[config.mk]
export PLATFORM = sky130hd
export DESIGN_NAME = sio_unit
export DESIGN_NICKNAME = d
export VERILOG_FILES = /design/src/rtl/sio_pkg.sv /design/src/rtl/sio_clkgen.sv /design/src/rtl/sio_edge.sv /design/src/rtl/sio_shift.sv /design/src/rtl/sio_unit.sv
export SDC_FILE = /design/constraint.sdc
export NUM_CORES = 1
export LEC_CHECK = 0
export ABC_AREA = 1
export CAP_MARGIN = 15
export CORE_ASPECT_RATIO = 1.25
export CORE_MARGIN = 3
export CORE_UTILIZATION = 35
export CTS_CLUSTER_DIAMETER = 60
export DETAILED_ROUTE_END_ITERATION = 7
export PLACE_DENSITY = 0.55
export SYNTH_ARGS = -nofsm -noshare
export SYNTH_HDL_FRONTEND = slang
export SYNTH_SLANG_ARGS = --single-unit
[constraint.sdc]
create_clock -name clk -period 2 [get_ports clk]
set_input_delay 0.4 -clock clk [delete_from_list [all_inputs] [get_ports clk]]
set_output_delay 0.4 -clock clk [all_outputs]
set_load 0.01 [all_outputs]
[src/rtl/sio_pkg.sv]
package sio_pkg;
  localparam logic [1:0] A_DATA = 2'd0;
  localparam logic [1:0] A_CTRL = 2'd1;
  localparam logic [1:0] A_DIV  = 2'd2;
  localparam logic [1:0] A_STAT = 2'd3;
  localparam int B_HIZ  = 2;
  localparam int B_EN   = 3;
  localparam int B_POL  = 4;
  localparam int B_MSB  = 5;
  localparam int B_INT  = 6;
  localparam int B_IDLE = 7;
  localparam logic [7:0] CTRL_RST = 8'h40;
endpackage

[src/rtl/sio_clkgen.sv]
module sio_clkgen #(
  parameter int DIV_W  = 8,
  parameter int PS_MID = 8,
  parameter int PS_HI  = 32
) (
  input  logic             clk,
  input  logic             rst,
  input  logic             restart,
  input  logic             run,
  input  logic [1:0]       sel,
  input  logic [DIV_W-1:0] div,
  output logic             half_tick
);
  localparam int PW = $clog2(PS_HI);

  logic [PW-1:0]    pre;
  logic [DIV_W-1:0] cnt;
  logic             tick;

  // prescaler: code 00 ticks every cycle, 11 falls back to the largest factor
  always_comb begin
    case (sel)
      2'b00:   tick = 1'b1;
      2'b01:   tick = (pre == PW'(PS_MID - 1));
      default: tick = (pre == PW'(PS_HI - 1));
    endcase
  end

  always_ff @(posedge clk) begin
    if (rst || restart)   pre <= '0;
    else if (run) begin
      if (tick)           pre <= '0;
      else                pre <= pre + 1'b1;
    end
  end

  always_ff @(posedge clk) begin
    if (rst)                   cnt <= '0;
    else if (restart)          cnt <= div;
    else if (run && tick)      cnt <= (cnt == '0) ? div : cnt - 1'b1;
  end

  assign half_tick = run && tick && (cnt == '0);
endmodule

[src/rtl/sio_edge.sv]
module sio_edge #(
  parameter int SYNC = 2
) (
  input  logic clk,
  input  logic rst,
  input  logic pin,
  input  logic idle_lvl,
  output logic launch_ev,
  output logic capture_ev
);
  logic [SYNC-1:0] sync_q;
  logic            prev_q;

  always_ff @(posedge clk) begin
    if (rst) begin
      sync_q <= '0;
      prev_q <= 1'b0;
    end else begin
      sync_q <= {sync_q[SYNC-2:0], pin};
      prev_q <= sync_q[SYNC-1];
    end
  end

  assign launch_ev  = (sync_q[SYNC-1] != prev_q) && (sync_q[SYNC-1] != idle_lvl);
  assign capture_ev = (sync_q[SYNC-1] != prev_q) && (sync_q[SYNC-1] == idle_lvl);
endmodule

[src/rtl/sio_shift.sv]
module sio_shift #(
  parameter int DW = 8
) (
  input  logic          clk,
  input  logic          rst,
  input  logic          load,
  input  logic [DW-1:0] load_val,
  input  logic          capture,
  input  logic          msb_first,
  input  logic          sin,
  output logic [DW-1:0] word,
  output logic          out_bit
);
  always_ff @(posedge clk) begin
    if (rst)          word <= '0;
    else if (load)    word <= load_val;
    else if (capture) word <= msb_first ? {word[DW-2:0], sin} : {sin, word[DW-1:1]};
  end

  assign out_bit = msb_first ? word[DW-1] : word[0];
endmodule

[src/rtl/sio_unit.sv]
module sio_unit
  import sio_pkg::*;
#(
  parameter int DW     = 8,
  parameter int PS_MID = 8,
  parameter int PS_HI  = 32,
  parameter int SYNC   = 2
) (
  input  logic          clk,
  input  logic          rst,
  input  logic [1:0]    reg_addr,
  input  logic          reg_wr,
  input  logic [DW-1:0] reg_wdata,
  output logic [DW-1:0] reg_rdata,
  output logic          done,
  input  logic          sclk_ext,
  output logic          sclk_out,
  output logic          sclk_oe,
  input  logic          sdi,
  output logic          sdo,
  output logic          sdo_oe
);
  localparam int BCW = $clog2(DW);

  logic [7:0]    ctrl;
  logic [DW-1:0] div_q;
  logic          busy, phase;
  logic [BCW-1:0] bcnt;
  logic          start, half_tick, ext_launch, ext_capture;
  logic          launch, capture, last;
  logic [DW-1:0] word;
  logic          out_bit;
  logic          use_int;

  assign use_int = ctrl[B_INT];
  assign start   = reg_wr && (reg_addr == A_DATA) && !busy;

  sio_clkgen #(.DIV_W(DW), .PS_MID(PS_MID), .PS_HI(PS_HI)) u_clkgen (
    .clk(clk), .rst(rst), .restart(start), .run(busy && use_int),
    .sel(ctrl[1:0]), .div(div_q), .half_tick(half_tick)
  );

  sio_edge #(.SYNC(SYNC)) u_edge (
    .clk(clk), .rst(rst), .pin(sclk_ext), .idle_lvl(!ctrl[B_POL]),
    .launch_ev(ext_launch), .capture_ev(ext_capture)
  );

  assign launch  = busy && (use_int ? (half_tick && !phase) : ext_launch);
  assign capture = busy && (use_int ? (half_tick &&  phase) : ext_capture);
  assign last    = capture && (bcnt == BCW'(DW - 1));

  sio_shift #(.DW(DW)) u_shift (
    .clk(clk), .rst(rst), .load(start), .load_val(reg_wdata),
    .capture(capture), .msb_first(ctrl[B_MSB]), .sin(sdi),
    .word(word), .out_bit(out_bit)
  );

  // configuration registers
  always_ff @(posedge clk) begin
    if (rst) begin
      ctrl  <= CTRL_RST;
      div_q <= '0;
    end else if (reg_wr) begin
      if (reg_addr == A_CTRL)          ctrl  <= reg_wdata[7:0];
      if (reg_addr == A_DIV && !busy)  div_q <= reg_wdata;
    end
  end

  // transfer sequencing
  always_ff @(posedge clk) begin
    if (rst) begin
      busy  <= 1'b0;
      phase <= 1'b0;
      bcnt  <= '0;
      done  <= 1'b0;
    end else begin
      done <= last;
      if (start) begin
        busy  <= 1'b1;
        phase <= 1'b0;
        bcnt  <= '0;
      end else begin
        if (busy && use_int && half_tick) phase <= !phase;
        if (capture)                      bcnt  <= bcnt + 1'b1;
        if (last)                         busy  <= 1'b0;
      end
    end
  end

  // pin-side registers
  always_ff @(posedge clk) begin
    if (rst) begin
      sdo     <= 1'b0;
      sdo_oe  <= 1'b1;
      sclk_oe <= 1'b0;
    end else begin
      if (!ctrl[B_EN])  sdo <= ctrl[B_IDLE];
      else if (launch)  sdo <= out_bit;
      sdo_oe  <= !(ctrl[B_EN] && ctrl[B_HIZ]);
      sclk_oe <= ctrl[B_EN] && ctrl[B_INT];
    end
  end

  assign sclk_out = phase ^ !ctrl[B_POL];

  always_ff @(posedge clk) begin
    if (rst) reg_rdata <= '0;
    else begin
      case (reg_addr)
        A_DATA:  reg_rdata <= word;
        A_CTRL:  reg_rdata <= DW'(ctrl);
        A_DIV:   reg_rdata <= '0;
        default: reg_rdata <= DW'(busy);
      endcase
    end
  end
endmodule

==> results by group, run 1 <==
Run status
  – Status: complete, no violations

Floorplanning
  – Io pins: 28
  – Starting Density: 0.365
  – Die X-Extent: 85.1 microns
  – Core Box Area: 0.00749 sq mm
  – Core Rows: 35
  – Die height: 105 microns
  – Die ar.: 0.00892 sq mm

Logic synthesis
  – EDFF count, synth: 0
  – Syn Area/Cell: 7.37 sq um
  – #FFs+latches synth: 57
  – Number of distinct library cells after synthesis: 31
  – Synthesized area: 0.00274 sq mm
  – Top FF cell, synth: dfxtp_1
  – Ys async rst share: 0
  – Syn Inst Count: 371
  – Syn nets: 391
  – Synth warn: 0
  – Sequential area share after synthesis: 0.417

Routing
  – DRC errors left: 0
  – DR vias: 2424
  – 1st-iter DRT viols: 166
  – Vias/cell: 4.84
  – Post-DR wirelength/cell: 13.0 microns
  – TritonRoute pass-1 iters: 4
  – WL final: 6.51 mm
  – Antenna viol nets, final: 0

Clock tree
  – CTS Buf Count: 9
  – CTS tree: done
  – Htree depth: 3
  – Clock sinks: 57
  – CTS clk-pin slew, worst paths: 60 ps
  – Clk Latency, worst-skew pair: 330 ps
  – Hold-fix buffers at CTS: 0
  – Root Buffer: clkbuf_8
  – Maximum clock path buffer count: 2

Power
  – Internal power: 2400 uW
  – Sw frac: 0.245
  – Combinational share of power: 0.143
  – Maximum vdd drop: 0.430 mV
  – Leak: 0.00149 uW
  – NetSw: 779 uW
  – Clock power share: 0.466
  – Sequential Power Share: 0.391
  – P per Cell Area: 935 mW/mm^2

Timing
  – Fin Clk Skew: 6.48 ps
  – RSZ-0062 raised after global routing: no
  – Worst-Margin Slew: 546 ps
  – Period minus WS final: 1870 ps
  – Final setup slack of the worst path: 128 ps
  – Final period util: 0.936
  – Final Hold Fails: 0
  – Final setup fails: 0
  – Worst slew margin: 0.636
  – Max Slew Vio Count: 0
  – FMAX: 534 MHz

Place
  – Placer Congestion: 0.814
  – Final HPWL DP: 4.78 mm
  – IO buf count: 27
  – Pre-CTS setup slack: -164 ps
  – Placed cell area: 0.00312 sq mm

GRT
  – Maximum number of pins on one net before global-route repair: 37
  – Initial antenna violation count: 0
  – First-pass GRT wire length: 11.1 mm
  – Total track usage: 0.157
  – Gr ovfl total: 0
  – Vias in the first global route: 2353

Worst setup path
  – CP Launch Type: flip-flop
  – R2R setup slack: 230 ps
  – Worst Path Arrival: 1470 ps
  – Crit end category: output port
  – Critical path class: flip-flop to output port
  – CP required: 1600 ps
  – Max FO, Critical Path: 4

Finish
  – Commonest non-fill, non-tap cell in the layout: nand2_1
  – Layout cells sized above 1: 0.122
  – Final Instance Area: 0.00340 sq mm
  – Area delta synth->final: 24.3%
  – Commonest non-fill, non-tap cells in the layout: nand2_1 (71), dfxtp_1 (56), inv_1 (45)
  – Layout Utilization: 0.454
  – Fillers: 755
  – # diodes: 0
  – Nets: 424

Run
  – Max-Cap Viols: 0

Hold path
  – Hold Crit Class: flip-flop to flip-flop
[area by class of cell]
| class | count | area (sq um) | area share |
|---|---|---|---|
| multi-input combinational | 250 | 1310 | 0.386 |
| sequential | 57 | 1140 | 0.336 |
| timing repair buffer | 37 | 370 | 0.109 |
| inverter | 49 | 184 | 0.0541 |
| clock buffer | 11 | 151 | 0.0445 |
| clock inverter | 5 | 125 | 0.0368 |
| tap | 92 | 115 | 0.0338 |
[flip-flops by register name, summed over array words and instances (netlist names), 2 cells and up]
register and count:
bcnt 3, ctrl 8, div_q 8, reg_rdata 8, u_clkgen.cnt 8, u_clkgen.pre 5
u_edge.sync_q 2, u_shift.word 8
[final timing paths]
kind,to,depth (start not counted),startpoint
worst min-delay path,u_edge.sync_q[1],2,u_edge.sync_q[0]
worst max register to register,u_shift.word[4],9,u_clkgen.cnt[1]
worst min register to register,u_edge.sync_q[1],2,u_edge.sync_q[0]
worst max-delay path,sclk_out,2,ctrl[4]
[timing repair]
action,CTS,global route
buffers inserted,0,0
endpoints found under the setup margin,1,7
resized for setup,1,1
[power by group through the flow]
stage | clock network (uW) | logic (uW) | registers (uW)
final | 1480 | 455 | 1240
after global routing | 1560 | 525 | 1250
after CTS | 1510 | 459 | 1240
after detailed placement | 0 | 455 | 1270
after global placement | 0 | 450 | 1270
after floorplan | 0 | 331 | 1250
[cell usage after synthesis (5+ instances only)]
master	number	area, sq um
nand3_2	7	70.1
dfxtp_1	57	1140
o21ai_1	12	60.1
a31oi_1	5	31.3
a21oi_1	36	180
nand3_1	12	60.1
o211ai_1	9	67.6
xor2_1	8	70.1
buf_2	5	25.0
nand2_1	71	267
ha_1	5	62.6
inv_1	45	169
nand2_2	5	31.3
nor2_1	35	131
o21ai_0	26	130
[kinds of logic after synthesis]
family                     Yosys count  share of synthesized area
AOI/OAI and AO/OA                   93                      0.189
xor gates and xnor gates             9                     0.0288
adders and majority gates            5                     0.0229
buffers and inverters               64                      0.104
DFF                                 57                      0.417
and+or+nand+nor                    143                      0.238
[critical path: stages, from the launching register on]
cell	delay (ps)
dfxtp_2	370
xnor2_1	210
clkdlybuf4s50_1	560
[per-stage QoR]
step / total power, uW / TNS (ps) / cells / hold slack, ps
after floorplan: 1580 / 0 / 371 / 388
after global placement: 1720 / -528 / 485 / 400
after detailed placement: 1720 / -923 / 485 / 407
after CTS: 3210 / 0 / 501 / 415
after global routing: 3330 / 0 / 501 / 439
final: 3180 / 0 / 501 / 410
[per-layer routing]
layer | vias to the layer above | track usage | part of all wire
met5 | - | 0 | 0
met4 | 0 | 0.0509 | 0.0081
met3 | 4 | 0.0355 | 0.031
met2 | 40 | 0.269 | 0.52
met1 | 1099 | 0.191 | 0.44
li1 | 1281 | - | -
Note: power is estimated with default switching activity, not from simulation.
==> run 2: changes to the inputs <==
Clock period 2 ns to 2.1 ns, I/O delays scaled along.
==> results by group, run 2 (synthesis gave the netlist of run 1 again) <==
Worst setup path
  – Worst-path cell chain: xnor2_1 -> clkdlybuf4s50_1
  – CP required: 1680 ps
  – Max FO, Critical Path: 3
  – CP peak stage delay: 560 ps
  – Crit end category: output port
  – Critical path class: flip-flop to output port
  – CP Launch Type: flip-flop
  – Worst Path Arrival: 1510 ps
  – Slowest cell on the critical path: clkdlybuf4s50_1

Place
  – Pre-CTS setup slack: -43.7 ps
  – Placer Congestion: 0.860
  – Final HPWL DP: 4.93 mm
  – Cell count after placement: 486
  – IO buf count: 27

Floorplanning
  – Die height: 105 microns
  – Io pins: 28
  – Core Box Area: 0.00749 sq mm
  – Die X-Extent: 85.1 microns
  – Die ar.: 0.00892 sq mm
  – Starting Density: 0.365
  – Core Rows: 35

Routing
  – WL final: 6.62 mm
  – 1st-iter DRT viols: 122
  – DRC errors left: 0
  – Antenna viol nets, final: 0
  – DR vias: 2426
  – Vias/cell: 4.83
  – Post-DR wirelength/cell: 13.2 microns
  – TritonRoute pass-1 iters: 4

Finish
  – Layout cells sized above 1: 0.122
  – Commonest non-fill, non-tap cell in the layout: nand2_1
  – Area delta synth->final: 21.9%
  – Commonest non-fill, non-tap cells in the layout: nand2_1 (71), dfxtp_1 (57), inv_1 (45)
  – Nets: 425
  – Fillers: 752
  – # diodes: 0
  – Fin cells: 502

Clock tree
  – Clock sinks: 57
  – Hold-fix buffers at CTS: 0
  – Clk Latency, worst-skew pair: 340 ps
  – CTS clk-pin slew, worst paths: 70 ps
  – Maximum clock path buffer count: 2
  – Htree depth: 3
  – Root Buffer: clkbuf_8
  – CTS tree: done
  – CTS Buf Count: 9

GRT
  – Total track usage: 0.153
  – First-pass GRT wire length: 10.6 mm
  – Gr ovfl total: 0
  – Vias in the first global route: 2264
  – Maximum number of pins on one net before global-route repair: 37
  – Initial antenna violation count: 0

Power
  – Total Power: 2710 uW
  – P per Cell Area: 814 mW/mm^2
  – Leak: 0.00146 uW
  – Maximum vdd drop: 0.416 mV

Timing
  – Max Slew Vio Count: 0
  – Final setup slack of the worst path: 168 ps
  – RSZ-0062 raised after global routing: no
  – Worst slew margin: 0.691
  – Final period util: 0.920
  – Hold WS: 419 ps
  – Worst-Margin Slew: 461 ps
  – Final Hold Fails: 0
  – Period minus WS final: 1930 ps
  – Fin Clk Skew: 8.92 ps
  – Final setup fails: 0
  – FMAX: 518 MHz
  – Setup_tns: 0 ps

Run
  – Max-Cap Viols: 0

Hold path
  – Hold Crit Class: flip-flop to flip-flop

Run status
  – Status: complete, no violations
run 2: cell types whose count changed in the layout (fill, tap and decap cells not counted):
cell / change
clkinvlp_4: +2
buf_12: -1
bufinv_16: -3
clkbuf_8: +1
dfxtp_2: -1
dfxtp_1: +1
buf_4: +2
run 2: area by class of cell:
type | count | area, sq um | area share
Clock buffer | 12 | 165 | 0.0495
Sequential cell | 57 | 1140 | 0.342
Timing Repair Buffer | 38 | 365 | 0.110
Multi-Input combinational cell | 250 | 1310 | 0.394
Clock inverter | 4 | 50.0 | 0.0150
Tap cell | 92 | 115 | 0.0345
Inverter | 49 | 184 | 0.0552
run 2: where the power goes:
group	total [uW]	switching, uW	leakage [uW]	internal, uW
sequential	1180	45.7	0.000465	1130
combinational	434	259	0.000887	176
clock	1100	457	0.000105	643
run 2: per-stage QoR:
stage	util	cell area, sq um
final	0.445	3330
after global routing	0.445	3330
after CTS	0.445	3330
after detailed placement	0.416	3120
after global placement	0.416	3120
after floorplan	-	2740
run 2: worst paths after layout:
path / startpoint / to / slack [ps] / depth (start not counted)
worst max-delay path: ctrl[4] / sclk_out / 170 / 2
worst min-delay path: u_edge.sync_q[0] / u_edge.sync_q[1] / 420 / 2
worst max register to register: u_clkgen.cnt[0] / u_shift.word[4] / 250 / 9
worst min register to register: u_edge.sync_q[0] / u_edge.sync_q[1] / 420 / 2
run 2: routing by layer:
metal  vias to the layer above  share of wire  global-route usage
met5                         -              0                   0
met4                         0          0.032              0.0894
met3                        14          0.022              0.0300
met2                        38           0.50               0.255
met1                      1096           0.45               0.179
li1                       1278              -                   -
run 2: worst max-delay path, delay by kind of cell, from the launching register on:
family	cells	cell delay, ps
flip-flops	1	450
XOR/XNOR	1	170
buffers and inverters	1	560
run 2: what timing repair did:
| action | 4_1_cts | 5_1_grt |
|---|---|---|
| setup buffers | 0 | 0 |
| endpoints found under the setup margin | 0 | 1 |
| resized for setup | 0 | 1 |
==> run 3: changes to the inputs <==
Settings changed: RECOVER_POWER set to 25.
==> results by group, run 3 (synthesis gave the netlist of run 1 again) <==
Worst setup path
  – Worst Path Arrival: 1520 ps
  – Worst setup path startpoint: ctrl[4]
  – CP Depth: 2
  – Worst path bufs/invs: 1
  – Slowest cell on the critical path: clkdlybuf4s50_1
  – CP Launch Type: flip-flop
  – R2r endpoint: u_shift.word[4]
  – Top delay family on crit path: buffers and inverters
  – Crit end category: output port
  – Worst r2r src: u_clkgen.cnt[0]
  – CP peak stage delay: 560 ps
  – Worst-path cell chain: xnor2_1 -> clkdlybuf4s50_1
  – Reg2Reg Depth: 9
  – CP required: 1680 ps
  – R2R setup slack: 250 ps
  – Critical path class: flip-flop to output port
  – Max FO, Critical Path: 3
  – Worst setup path endpoint: sclk_out

Routing
  – Post-DR wirelength/cell: 13.2 microns
  – Top routing layer used: met4
  – WL final: 6.62 mm
  – Metal-1 WL: 2.95 mm
  – DR vias: 2429
  – 1st-iter DRT viols: 103
  – Met3 WL: 157 microns
  – Antenna viol nets, final: 0
  – TritonRoute pass-1 iters: 4
  – DRC errors left: 0
  – Met2 WL: 3.34 mm
  – Vias/cell: 4.84

Place
  – Placer Congestion: 0.860
  – IO buf count: 27
  – Final HPWL DP: 4.93 mm
  – Placed cell area: 0.00312 sq mm

Floorplanning
  – Io pins: 28
  – Core Box Area: 0.00749 sq mm
  – Starting Density: 0.365
  – Die height: 105 microns
  – Core Rows: 35
  – Die ar.: 0.00892 sq mm
  – Die X-Extent: 85.1 microns

Finish
  – Layout cells sized above 1: 0.120
  – FF/Latch Area: 0.00114 sq mm
  – Commonest non-fill, non-tap cell in the layout: nand2_1
  – Commonest non-fill, non-tap cells in the layout: nand2_1 (71), dfxtp_1 (57), inv_1 (45)
  – Nets: 425
  – Layout Utilization: 0.443
  – Final Instance Area: 0.00331 sq mm
  – Fillers: 754
  – Area delta synth->final: 21.2%
  – Area of the multi-input gates: 0.00131 sq mm
  – # diodes: 0

GRT
  – Total track usage: 0.153
  – First-pass GRT wire length: 10.6 mm
  – Gr ovfl total: 0
  – Maximum number of pins on one net before global-route repair: 37
  – Initial antenna violation count: 0
  – Vias in the first global route: 2264

Power
  – Total Power: 2710 uW
  – Internal power: 1950 uW
  – NetSw: 763 uW
  – Sequential Power Share: 0.435
  – P per Cell Area: 818 mW/mm^2
  – Clock power share: 0.406
  – Sw frac: 0.281
  – Maximum vdd drop: 0.416 mV
  – Combinational share of power: 0.158
  – Leak: 0.00145 uW

Run status
  – Status: complete, no violations

Timing
  – Worst-Margin Slew: 690 ps
  – Worst slew margin: 0.540
  – Final period util: 0.923
  – Max Slew Vio Count: 0
  – Final Hold Fails: 0
  – Period minus WS final: 1940 ps
  – RSZ-0062 raised after global routing: no
  – Final setup fails: 0
  – Setup_tns: 0 ps
  – FMAX: 516 MHz
  – Fin Clk Skew: 9.01 ps

Clock tree
  – CTS tree: done
  – Clk Latency, worst-skew pair: 340 ps
  – CTS Buf Count: 9
  – CTS clk-pin slew, worst paths: 70 ps
  – Hold-fix buffers at CTS: 0
  – Clock sinks: 57
  – Maximum clock path buffer count: 2
  – Htree depth: 3
  – Root Buffer: clkbuf_8

Run
  – Max-Cap Viols: 0

Hold path
  – Hold Crit Class: flip-flop to flip-flop
==> run 3: cell types whose count changed in the layout (fill, tap and decap cells not counted) <==
| cell | delta |
|---|---|
| clkdlybuf4s50_1 | -2 |
| dlygate4sd3_1 | +2 |
| buf_12 | -1 |
| buf_4 | -1 |
| clkbuf_1 | +1 |
| clkbuf_2 | +1 |
==> run 3: stage by stage <==
step                      cells  hold slack [ps]  setup WS [ps]
after global routing        502              431           85.6
after floorplan             371              388            671
after CTS                   502              421            152
final                       502              419            162
after detailed placement    486              403          -43.7
after global placement      486              401           29.6
==> run 3: timing repair <==
| action | in CTS | in global routing |
|---|---|---|
| gates resized for setup | 0 | 1 |
| endpoints found under the setup margin | 0 | 1 |
| setup buffers | 0 | 0 |
==> run 3: worst min path at each step <==
stage / to / start / cells after the start / slack [ps]
CTS: u_edge.sync_q[1] / u_edge.sync_q[0] / 2 / 420
detailed placement: u_edge.sync_q[1] / u_edge.sync_q[0] / 2 / 400
floorplan: u_edge.sync_q[1] / u_edge.sync_q[0] / 2 / 390
finish: u_edge.sync_q[1] / u_edge.sync_q[0] / 2 / 420
global placement: u_edge.sync_q[1] / u_edge.sync_q[0] / 2 / 400
global route: u_edge.sync_q[1] / u_edge.sync_q[0] / 2 / 430
==> run 3: worst reg2reg max path, stage by stage (launching register included) <==
cell     delay, ps
dfxtp_1        320
inv_1          150
ha_1           200
nand2_1         60
nor2_1         180
nand4_1        160
nand2_2        110
nand2_2        280
a21oi_1        250
nor2_1          60
==> run 3: power groups by stage <==
stage                     logic (uW)  clock network [uW]  registers, uW
after CTS                        436                1120           1180
after floorplan                  315                   0           1190
after detailed placement         432                   0           1200
after global placement           429                   0           1200
after global routing             489                1170           1190
final                            429                1100           1180
==> run 3: metal layers <==
layer | GRT usage | up-vias
li1 | - | 1276
met5 | 0 | -
met2 | 0.255 | 40
met1 | 0.179 | 1099
met4 | 0.0894 | 0
met3 | 0.0300 | 14
==> run 3: final cells by class <==
type	instances	area share
well taps	92	0.0347
repair buffers	38	0.105
clock inverters	4	0.0151
multi-input cells	250	0.396
clock buffers	12	0.0498
flip-flops and latches	57	0.344
inverters	49	0.0555
